--- src/rtl/bus_addr_decoder.sv ---
module bus_addr_decoder #(
  parameter int DW     = 8,
  parameter int RAM_AW = 8
) (
  input  logic          clk,
  input  logic          rst,
  input  logic [15:0]   addr,
  input  logic          rd,
  input  logic          wr,
  input  logic [DW-1:0] wdata,
  input  logic [DW-1:0] sensor_in,
  output logic          rom_cs_n,
  output logic          ram_cs_n,
  output logic          sens_cs_n,
  output logic          alarm_cs_n,
  output logic [DW-1:0] rdata,
  output logic          unmapped,
  output logic [DW-1:0] alarm_out
);
  localparam int RAM_DEPTH = 1 << RAM_AW;

  logic rd_eff, rom_win, ram_win, sens_win, alarm_hit, any_win;
  logic [DW-1:0] rom_byte, sync1, sync2;
  logic [DW-1:0] mem [RAM_DEPTH];

  assign rd_eff    = rd & ~wr;
  assign rom_win   = addr[15:13] == 3'b000;
  assign ram_win   = addr[15:13] == 3'b001;
  assign sens_win  = addr[15:4] == 12'hFFF;
  assign alarm_hit = addr == 16'hFFFE;
  assign any_win   = rom_win | ram_win | sens_win;

  assign rom_cs_n   = ~(rom_win & (rd | wr));
  assign ram_cs_n   = ~(ram_win & (rd | wr));
  assign sens_cs_n  = ~(sens_win & rd_eff);
  assign alarm_cs_n = ~(alarm_hit & wr);

  assign rom_byte = DW'({3'b000, addr[12:8]} ^ addr[7:0] ^ 8'h5A);

  always_ff @(posedge clk)
    if (!ram_cs_n && wr) mem[addr[RAM_AW-1:0]] <= wdata;

  always_ff @(posedge clk) begin
    if (rst) begin
      sync1 <= '0;
      sync2 <= '0;
    end else begin
      sync1 <= sensor_in;
      sync2 <= sync1;
    end
  end

  always_ff @(posedge clk) begin
    if (rst) begin
      rdata    <= '0;
      unmapped <= 1'b0;
    end else if (rd_eff) begin
      unmapped <= ~any_win;
      if (rom_win)       rdata <= rom_byte;
      else if (ram_win)  rdata <= mem[addr[RAM_AW-1:0]];
      else if (sens_win) rdata <= sync2;
      else               rdata <= '0;
    end else begin
      rdata    <= '0;
      unmapped <= 1'b0;
    end
  end

  always_ff @(posedge clk) begin
    if (rst) alarm_out <= '0;
    else if (!alarm_cs_n) alarm_out <= wdata;
  end


  cs_onehot_chk: assert property (@(posedge clk) disable iff (rst)
    $countones({~rom_cs_n, ~ram_cs_n, ~sens_cs_n, ~alarm_cs_n}) <= 1);


  alarm_load_chk: assert property (@(posedge clk) disable iff (rst)
    !alarm_cs_n |=> alarm_out == $past(wdata));


  alarm_hold_chk: assert property (@(posedge clk) disable iff (rst)
    alarm_cs_n |=> $stable(alarm_out));


  unmapped_zero_chk: assert property (@(posedge clk) disable iff (rst)
    unmapped |-> rdata == '0);


  idle_quiet_chk: assert property (@(posedge clk) disable iff (rst)
    !(rd && !wr) |=> (!unmapped && rdata == '0));
endmodule

--- config.mk ---
export PLATFORM = sky130hd
export DESIGN_NAME = bus_addr_decoder
export DESIGN_NICKNAME = d
export VERILOG_FILES = /design/src/rtl/bus_addr_decoder.sv
export SDC_FILE = /design/constraint.sdc
export NUM_CORES = 2
export LEC_CHECK = 0
export BUFFER_PORTS_ARGS = -buffer_cell sky130_fd_sc_hd__buf_2
export CORE_UTILIZATION = 42
export DETAILED_ROUTE_END_ITERATION = 7
export SLEW_MARGIN = 20
export SYNTH_ARGS = -nofsm -noshare
export SYNTH_HDL_FRONTEND = slang
export SYNTH_SLANG_ARGS = --single-unit
--- constraint.sdc ---
create_clock -name clk -period 2.6 [get_ports clk]
set_clock_uncertainty 0.15 [all_clocks]
set_input_delay 0 -clock clk [delete_from_list [all_inputs] [get_ports clk]]
set_output_delay 0 -clock clk [all_outputs]
set_load 0.01 [all_outputs]
==> impl_metrics.env <==
export IMPL_cts_sinks=2081
export IMPL_root_buffer="clkbuf_16"
export IMPL_postLayoutCellArea_sq_mm=0.0974
export IMPL_final_common_cell="edfxtp_1"
export IMPL_synth_top_family_by_area="multiplexers"
export IMPL_synth_xor_area_share_pct=0.0542
export IMPL_finalWorstSetupSlack_ns=-0.182
export IMPL_clk_latency_ns=0.85
export IMPL_grt_remaining_overflow=0
export IMPL_synth_seq_cells=2081
export IMPL_period_share_pct=107
export IMPL_min_path_cells=6
export IMPL_ys_types=54
export IMPL_cp_start_kind="flip-flop"
export IMPL_fp_dieW_microns=440
export IMPL_grt_pass1_wl_microns=307000
export IMPL_slew_violations=0
export IMPL_grt_max_degree=105
export IMPL_cp_max_fo=1
export IMPL_grt_use_total_pct=22.1
export IMPL_cts_tree="done"
export IMPL_antenna_found_initial=4
export IMPL_worstSetupPathType="reg2reg"
export IMPL_drt_iter0_drc=4730
export IMPL_outcome="finished, violations left"
export IMPL_clk_pin_slew_worst_paths_ns=0.06
export IMPL_post_cts_buffers=0
export IMPL_fillers=15136
export IMPL_setup_viol=7
export IMPL_leakagePower_nw=31.7
export IMPL_dpl_cell_count=6905
export IMPL_rr_worst_depth=8
export IMPL_max_vdd_ir_drop_uv=617
export IMPL_cp_end_kind="flip-flop"
export IMPL_finalHoldViolCount=0
export IMPL_totalWireLength_microns=213000
export IMPL_drive_gt1_share_pct=34.2
export IMPL_grt_pass1_vias=42600
export IMPL_portBuffers=56
export IMPL_powerDensity_mw_per_mm2=715
export IMPL_synthAdderAreaFrac_pct=0
export IMPL_io_pins=57
export IMPL_initial_utilization_pct=42.4
export IMPL_violations="negative setup slack"
export IMPL_wire_per_inst_microns=29.0
export IMPL_ant_nets=0
export IMPL_finalNonFillerCells=7343
export IMPL_place_gp_congestion=0.912
export IMPL_post_drt_via_cell_ratio=5.72
export IMPL_ys_flop_type="edfxtp_1"
export IMPL_synth_async_reset_ratio_pct=0
export IMPL_netlist_area_sq_mm=0.0808
export IMPL_cap_violations=0
export IMPL_rsz0062_at_grt="yes"
export IMPL_utilization_pct=51.1
export IMPL_dr_total_vias=41967
export IMPL_synth_compound_area_share_pct=2.60
export IMPL_fin_nets=4696
export IMPL_numCtsBuffers=206
export IMPL_die_area_sq_mm=0.194
export IMPL_syn2layout_area_growth_pct=20.6
export IMPL_synthCells=3897
export IMPL_max_freq_mhz=359
export IMPL_synth_edf_count=2048
export IMPL_clockBufferDepth=3
export IMPL_place_hpwl_microns=140000
export IMPL_yosysSeqAreaShare_pct=77.0
export IMPL_drc=0
export IMPL_fp_row_count=160
export IMPL_slew_headroom_pct=29.6
export IMPL_die_h_microns=440
export IMPL_setup_tns_ns=-0.845
export IMPL_final_cell_mix="2048 x edfxtp_1, 571 x buf_4, 458 x mux4_2"
export IMPL_cp_arrival_ns=3.34
export IMPL_synth_simple_area_share_pct=3.29
export IMPL_core_area_sq_mm=0.191
export IMPL_htreeDepth=4
export IMPL_syn_nets=3933
export IMPL_ys_warnings_count=0
export IMPL_period_minus_slack_ns=2.78
export IMPL_hold_path_class="in2reg"
export IMPL_place_area_sq_mm=0.0899
export IMPL_synthMuxAreaShare_pct=15.6
export IMPL_first_pass_iters=5
export IMPL_synth_area_per_cell_sq_um=20.7
export IMPL_worst_pin_slew_ns=1.05
export IMPL_required_ns=3.16
==> per-stage QoR <==
step | setup slack [ns] | hold slack (ns) | total power (W)
after global routing | -0.229 | 0.0603 | 0.0715
after global placement | -0.986 | 0.0569 | 0.0414
final | -0.182 | 0.0655 | 0.0696
after floorplan | -0.137 | -0.0784 | 0.0393
after detailed placement | -0.976 | 0.0672 | 0.0414
after CTS | -0.169 | 0.00526 | 0.0701
==> state kept, by name (all words and copies together) (netlist names) <==
register / flops
unmapped: 1
sync1: 8
sync2: 8
alarm_out: 8
mem: 2048
rdata: 8
==> metal layers <==
layer  part of all wire (%)  GRT usage (%)
met1                     42           30.9
met2                     48           35.4
met3                    6.6           3.55
met4                    3.4           7.65
met5                      0              0
==> power by group <==
group	total [W]	internal, W	switching (W)
logic	0.00401	0.00166	0.00235
registers	0.0369	0.0368	0.0000102
clock network	0.0287	0.0161	0.0126
total	0.0696	0.0546	0.0150
==> final timing paths <==
| kind | slack (ns) | end | from |
|---|---|---|---|
| hold / removal | 0.07 | mem[130][0] | addr[5] |
| setup / recovery | -0.18 | rdata[0] | mem[102][0] |
| hold reg to reg | 0.28 | sync2[7] | sync1[7] |
| setup reg to reg | -0.18 | rdata[0] | mem[102][0] |
==> critical path, cell delays in order (launching register included) <==
cell       delay (ns)
edfxtp_1         0.37
mux4_2           0.46
a22o_1           0.26
nor2_4           0.18
o2111ai_4        0.14
a22oi_2          0.26
buf_4            0.17
a31oi_4          0.15
or4_1            0.51
==> cells in the mapped netlist (13+ instances only) <==
master / count / area, sq um
edfxtp_1: 2048 / 61500
mux4_2: 458 / 10300
nor2_1: 301 / 1130
mux2i_1: 174 / 1740
nand2_1: 113 / 424
a22oi_1: 108 / 811
clkbuf_1: 93 / 349
buf_2: 92 / 460
nand3_1: 70 / 350
nand4_1: 48 / 300
mux2_2: 46 / 518
dfxtp_1: 33 / 661
a22o_1: 31 / 272
o22ai_1: 27 / 169
nor2b_1: 26 / 163
buf_4: 25 / 188
a21oi_1: 23 / 115
o21ai_0: 23 / 115
a211oi_1: 18 / 135
nor3_1: 14 / 70.1
buf_6: 13 / 146
==> cell type report <==
cell class | instances | area [sq um] | area share (%)
Antenna cell | 1 | 2.50 | 0.00257
Clock buffer | 258 | 5410 | 5.56
Clock inverter | 121 | 1070 | 1.10
Inverter | 9 | 33.8 | 0.0347
Multi-Input combinational cell | 1574 | 18200 | 18.7
Sequential cell | 2081 | 62200 | 63.9
Tap cell | 2511 | 3140 | 3.23
Timing Repair Buffer | 788 | 7280 | 7.48
==> logic make-up after synthesis <==
kind of cell	after synthesis
buf+inv	242
mux	678
compound gates	288
xor+xnor	5
flops	2081
simple gates	603
==> timing repair <==
item	CTS	global route
resized for setup	60	11
hold buffers	62	0
hold endpoints to repair	2311	0
pin swaps	32	7
setup endpoints to repair	7	15
(Power assumes the default switching activity.)
